## config.mk

```make
export PLATFORM = sky130hd
export DESIGN_NAME = bcast_storm_limiter
export DESIGN_NICKNAME = d
export VERILOG_FILES = /design/src/rtl/bsl_pkg.sv /design/src/rtl/bsl_timebase.sv /design/src/rtl/bsl_classify.sv /design/src/rtl/bsl_gate.sv /design/src/rtl/bcast_storm_limiter.sv
export SDC_FILE = /design/constraint.sdc
export NUM_CORES = 1
export LEC_CHECK = 0
export BUFFER_PORTS_ARGS = -buffer_cell sky130_fd_sc_hd__buf_4
export CAP_MARGIN = 20
export CORE_MARGIN = 4
export CORE_UTILIZATION = 34
export DETAILED_ROUTE_END_ITERATION = 8
export PLACE_DENSITY = 0.55
export SYNTH_ARGS = -nofsm -noshare
export SYNTH_HDL_FRONTEND = slang
export SYNTH_SLANG_ARGS = --single-unit
```

## constraint.sdc

```tcl
create_clock -name clk_i -period 3.3 [get_ports clk_i]
set_input_delay 0.33 -clock clk_i [delete_from_list [all_inputs] [get_ports clk_i]]
set_output_delay 0.33 -clock clk_i [all_outputs]
set_load 0.005 [all_outputs]
```

## src/rtl/bsl_pkg.sv

```systemverilog
package bsl_pkg;
  localparam int unsigned DA_W = 48;
  localparam int unsigned GROUP_BIT = 40;

  typedef enum logic [1:0] {
    FC_UNICAST = 2'd0,
    FC_GROUP   = 2'd1,
    FC_ALLONES = 2'd2
  } frame_cls_e;

  function automatic int unsigned max2(input int unsigned a, input int unsigned b);
    return (a > b) ? a : b;
  endfunction
endpackage

```

## src/rtl/bsl_timebase.sv

```systemverilog
module bsl_timebase #(
  parameter int unsigned FAST_TICKS = 500000,
  parameter int unsigned SLOW_TICKS = 5000000,
  parameter int unsigned TMR_W      = 23
) (
  input  logic             clk_i,
  input  logic             rst_ni,
  input  logic             en_i,
  input  logic             speed100_i,
  output logic             tick_o,
  output logic [TMR_W-1:0] tmr_o
);
  localparam logic [TMR_W-1:0] LAST_FAST = TMR_W'(FAST_TICKS - 1);
  localparam logic [TMR_W-1:0] LAST_SLOW = TMR_W'(SLOW_TICKS - 1);

  logic [TMR_W-1:0] tmr_q;
  logic [TMR_W-1:0] last;

  assign last = speed100_i ? LAST_FAST : LAST_SLOW;
  // >= so a switch to the short window mid-way ends it at once
  assign tick_o = en_i && (tmr_q >= last);
  assign tmr_o  = tmr_q;

  always_ff @(posedge clk_i or negedge rst_ni) begin
    if (!rst_ni)     tmr_q <= '0;
    else if (!en_i)  tmr_q <= '0;
    else if (tick_o) tmr_q <= '0;
    else             tmr_q <= tmr_q + 1'b1;
  end
endmodule

```

## src/rtl/bsl_classify.sv

```systemverilog
module bsl_classify
  import bsl_pkg::*;
(
  input  logic [DA_W-1:0] da_i,
  input  logic            bcast_only_i,
  output frame_cls_e      cls_o,
  output logic            counted_o
);
  always_comb begin
    if (&da_i)               cls_o = FC_ALLONES;
    else if (da_i[GROUP_BIT]) cls_o = FC_GROUP;
    else                     cls_o = FC_UNICAST;
  end

  assign counted_o = (cls_o == FC_ALLONES) || ((cls_o == FC_GROUP) && !bcast_only_i);
endmodule

```

## src/rtl/bsl_gate.sv

```systemverilog
module bsl_gate #(
  parameter int unsigned CNT_W = 10
) (
  input  logic             clk_i,
  input  logic             rst_ni,
  input  logic             en_i,
  input  logic             tick_i,
  input  logic             hit_i,
  input  logic [CNT_W-1:0] thr_i,
  output logic             drop_o,
  output logic [CNT_W-1:0] cnt_o
);
  logic [CNT_W-1:0] cnt_q;
  logic             drop_q;

  always_ff @(posedge clk_i or negedge rst_ni) begin
    if (!rst_ni) begin
      cnt_q  <= '0;
      drop_q <= 1'b0;
    end else begin
      // frame on the boundary edge is judged against the fresh window
      drop_q <= en_i && hit_i && !tick_i && (cnt_q >= thr_i);
      if (!en_i)                      cnt_q <= '0;
      else if (tick_i)                cnt_q <= CNT_W'(hit_i && (thr_i != '0));
      else if (hit_i && cnt_q < thr_i) cnt_q <= cnt_q + 1'b1;
    end
  end

  assign drop_o = drop_q;
  assign cnt_o  = cnt_q;
endmodule

```

## src/rtl/bcast_storm_limiter.sv

```systemverilog
module bcast_storm_limiter
  import bsl_pkg::*;
#(
  parameter int unsigned WIN_FAST_TICKS = 500000,
  parameter int unsigned WIN_SLOW_TICKS = 5000000,
  parameter int unsigned THR_SEL0 = 64,
  parameter int unsigned THR_SEL1 = 128,
  parameter int unsigned THR_SEL2 = 256,
  parameter int unsigned THR_SEL3 = 512
) (
  input  logic            clk_i,
  input  logic            rst_ni,
  input  logic            en_i,
  input  logic            speed100_i,
  input  logic [1:0]      thr_sel_i,
  input  logic            bcast_only_i,
  input  logic            sof_i,
  input  logic [DA_W-1:0] da_i,
  output logic            drop_o
);
  localparam int unsigned WIN_MAX = max2(WIN_FAST_TICKS, WIN_SLOW_TICKS);
  localparam int unsigned THR_MAX = max2(max2(THR_SEL0, THR_SEL1), max2(THR_SEL2, THR_SEL3));
  localparam int unsigned TMR_W   = $clog2(WIN_MAX + 1);
  localparam int unsigned CNT_W   = $clog2(THR_MAX + 1);

  logic             tick_w;
  logic [TMR_W-1:0] tmr_w;
  logic [CNT_W-1:0] cnt_w;
  logic [CNT_W-1:0] thr_w;
  logic             counted_w;
  frame_cls_e       cls_w;

  always_comb begin
    unique case (thr_sel_i)
      2'd0:    thr_w = CNT_W'(THR_SEL0);
      2'd1:    thr_w = CNT_W'(THR_SEL1);
      2'd2:    thr_w = CNT_W'(THR_SEL2);
      default: thr_w = CNT_W'(THR_SEL3);
    endcase
  end

  bsl_timebase #(
    .FAST_TICKS (WIN_FAST_TICKS),
    .SLOW_TICKS (WIN_SLOW_TICKS),
    .TMR_W      (TMR_W)
  ) u_timebase (
    .clk_i      (clk_i),
    .rst_ni     (rst_ni),
    .en_i       (en_i),
    .speed100_i (speed100_i),
    .tick_o     (tick_w),
    .tmr_o      (tmr_w)
  );

  bsl_classify u_classify (
    .da_i         (da_i),
    .bcast_only_i (bcast_only_i),
    .cls_o        (cls_w),
    .counted_o    (counted_w)
  );

  bsl_gate #(.CNT_W(CNT_W)) u_gate (
    .clk_i  (clk_i),
    .rst_ni (rst_ni),
    .en_i   (en_i),
    .tick_i (tick_w),
    .hit_i  (sof_i && counted_w),
    .thr_i  (thr_w),
    .drop_o (drop_o),
    .cnt_o  (cnt_w)
  );
endmodule

```

==> impl_metrics.py <==
metrics = {
    "outcome": {
        "outcome": "finished clean",
    },
    "routing": {
        "dr_total_vias": 1830,
        "drtIter0Drc": 34,
        "drcViolationCount": 0,
        "routed_via_density": 4.89,
        "dr.pass1.iters": 4,
        "drt_wl_total_um": 4660,
        "routed_wire_length_per_instance_um": 12.4,
        "detail-route-antenna-nets": 0,
    },
    "worst_hold_path": {
        "min_to": "u_timebase.tmr_o[1]$_DFF_PN0_",
        "class_of_the_tightest_hold_or_removal_check": "in2reg",
        "timing.hold.worst.start": "en_i",
        "hold_path_depth": 2,
    },
    "cts": {
        "cts.htree.levels": 2,
        "clkSlewWorstSetupHoldPaths_ps": 60,
        "cts.path.max_buffers": 2,
        "cts_setup_buffers": 0,
        "post_cts_resize_count": 0,
        "clkSinkCount": 34,
        "insertion_delay_to_the_later_sink_of_the_worst_skew_pair_ps": 290,
        "cts_tree": "yes",
        "cts_made_buffers": 5,
        "cts_root_buffer": "clkbuf_8",
    },
    "grt": {
        "grt_antenna_before_repair": 0,
        "global_route_wire_length_before_repair_um": 8060,
        "vias_in_the_first_global_route": 1857,
        "grt_start_max_net_pins": 35,
        "grt-ovfl-total": 0,
        "gr-usage-all-layers_pct": 13.2,
    },
    "power": {
        "power.leakage_nw": 1.22,
        "peakVddDrop_uv": 192,
        "pwr_density_cell_mw_per_mm2": 306,
    },
    "yosys": {
        "average_footprint_of_a_synthesized_cell_um2": 9.09,
        "syn-instance-count": 236,
        "synth_seq_area_share_pct": 39.7,
        "synthesis.yosys.warnings": 0,
        "postSynthRegisterBits": 34,
        "synth.net_count": 309,
        "synth.lib_cells_used.distinct": 36,
        "netlist_area_mm2": 0.00214,
    },
    "floorplan": {
        "chipHeight_um": 87.4,
        "start_util_pct": 35.6,
        "floorplan.die_area_mm2": 0.00764,
        "core_area_mm2": 0.00603,
        "i_o_pin_count": 57,
        "die_x_um": 87.4,
        "row_count": 28,
    },
    "sta": {
        "fin_tns_setup_ps": 0,
        "rsz0062_at_grt": "false",
        "maxClockFrequency_mhz": 418,
        "total_of_endpoints_with_negative_setup_slack_in_the_final_report": 0,
        "finalHoldViolCount": 0,
        "period_needed_ps": 2390,
        "finalClockSkew_ps": 6.44,
        "slew_headroom_pct": 61.4,
        "final.period_utilization_pct": 72.5,
        "worst_slew_pin_slew_ps": 578,
        "final_max_slew_viol_count": 0,
    },
    "critical_path": {
        "r2r_slack_ps": 910,
        "critical_path_required_ps": 3520,
        "reg2regPathDepth": 8,
        "crit_path_max_fanout": 18,
        "startpoint_type": "flop",
        "critPathKind": "reg2reg",
        "cp_data_arrival_time_ps": 2610,
        "critical_path.reg2reg.startpoint": "u_timebase.tmr_o[17]$_DFF_PN0_",
        "worstSetupEndpointType": "flop",
        "regToRegEndpoint": "u_timebase.tmr_o[14]$_DFF_PN0_",
    },
    "placed_design": {
        "dpl.hpwl_um": 3720,
        "place.detailed.instances": 364,
        "routabilityCongestion": 0.763,
        "portBuffers": 56,
    },
    "final_layout": {
        "synthToLayoutAreaGrowth_pct": 28.4,
        "nFillCells": 589,
        "multi_input_area_mm2": 0.00123,
        "antenna_cells": 0,
        "finish.net_count": 371,
        "area.sequential_um2": 851,
        "final-instance-count-excl-fill": 374,
        "final_layout_size_suffix_gt1_share_pct": 24.7,
    },
    "job": {
        "maxCapViolCount": 0,
    },
}
through the flow:
step / utilization, % / area, um^2 / setup slack [ps] / total power [mW] / hold slack (ps)
final: 45.7 / 2750 / 906 / 0.844 / 320
after global routing: 45.7 / 2750 / 662 / 0.886 / 322
after CTS: 45.6 / 2750 / 874 / 0.855 / 312
after detailed placement: 43.9 / 2640 / 703 / 0.538 / 304
after global placement: 43.9 / 2640 / 801 / 0.536 / 302
after floorplan: - / 2140 / 1260 / 0.468 / 34.4
cell type report:
type	instances	share of cell area (%)
clock inverters	1	0.182
flip-flops and latches	34	30.9
well taps	75	3.41
multi-input cells	188	44.8
clock buffers	7	3.14
inverters	10	1.36
repair buffers	59	16.2
state kept, by name (all words and copies together) (netlist names):
register          flops
u_gate.drop_o         1
u_timebase.tmr_o     23
u_gate.cnt_o         10
cells in the final DEF, fill, tap and decap left out, types with 2 or more instances in the layout:
cell,n
or2_2,2
and3_1,2
a21oi_1,5
nand2_1,17
buf_4,58
nor4_1,3
nand2b_1,5
o21ai_0,2
a221oi_1,2
dfrtp_1,34
nand3_1,14
nor3_2,2
xnor2_1,17
ha_1,17
nand4_1,19
nor2_1,41
and4_1,2
nor3b_1,2
xor2_1,12
clkbuf_8,6
nor3_1,9
inv_1,10
o21ai_1,2
synth_stat cells (all sizes together):
master	count	area, um^2
or2	2	12.5
buf	4	22.5
a32o	1	10.0
ha	17	213
nand4	19	119
or4b	1	13.8
nor3b	2	15.0
o21a	1	7.51
a41oi	1	8.76
nor4	5	52.6
o211ai	1	7.51
a31oi	1	6.26
inv	10	37.5
a21oi	5	25.0
xnor2	17	149
nor4b	1	8.76
dfrtp	34	851
nor2	42	160
o21ai	4	20.0
nand2b	5	31.3
and4	2	17.5
nor3	11	65.1
or3	2	13.8
nand3	14	70.1
nand2	17	63.8
a221oi	2	17.5
and3	2	12.5
nand4b	1	8.76
xor2	12	105
worst max-delay path, cell delays in order (launching register included):
cell and delay (ps):
dfrtp_1 420, ha_1 320, a21oi_1 160, nand2_1 70
a221oi_1 310, o21a_1 220, nand2_1 360, buf_4 350
nor2_1 110
worst max-delay path by stage:
stage                     slack [ps]                        endpoint                      startpoint
after global routing             660  u_timebase.tmr_o[17]$_DFF_PN0_  u_timebase.tmr_o[17]$_DFF_PN0_
after floorplan                 1260     u_gate.cnt_o[8]$_DFFE_PN0P_                    thr_sel_i[0]
after CTS                        870  u_timebase.tmr_o[14]$_DFF_PN0_  u_timebase.tmr_o[17]$_DFF_PN0_
final                            910  u_timebase.tmr_o[14]$_DFF_PN0_  u_timebase.tmr_o[17]$_DFF_PN0_
after global placement           800  u_timebase.tmr_o[18]$_DFF_PN0_                      speed100_i
after detailed placement         700  u_timebase.tmr_o[13]$_DFF_PN0_                      speed100_i
metal layers:
layer / vias up / global-route usage [%] / share of wire (%)
met5: - / 0 / 0
met4: 0 / 4.18 / 0.58
met3: 3 / 3.50 / 6.0
met2: 50 / 20.7 / 46
met1: 823 / 17.8 / 47
li1: 954 / - / -
cells by family after synthesis:
group           share of synthesized area (%)
compound gates                           4.78
xor+xnor                                 11.8
fa+ha+maj                                9.92
buf+inv                                  2.80
flops                                    39.7
simple gates                             31.0
power by group:
group | switching (mW) | leakage (nW) | total [mW] | internal [mW]
Sequential | 0.00511 | 0.472 | 0.426 | 0.421
Combinational | 0.0446 | 0.702 | 0.103 | 0.0587
Clock | 0.146 | 0.0482 | 0.314 | 0.168
Total | 0.196 | 1.22 | 0.844 | 0.648
timing repair:
| item | CTS | global route |
|---|---|---|
| setup endpoints to repair | 0 | 0 |
| hold endpoints to repair | 25 | 0 |
| hold buffers | 1 | 0 |
No activity file was read; power rests on OpenSTA's default activity.
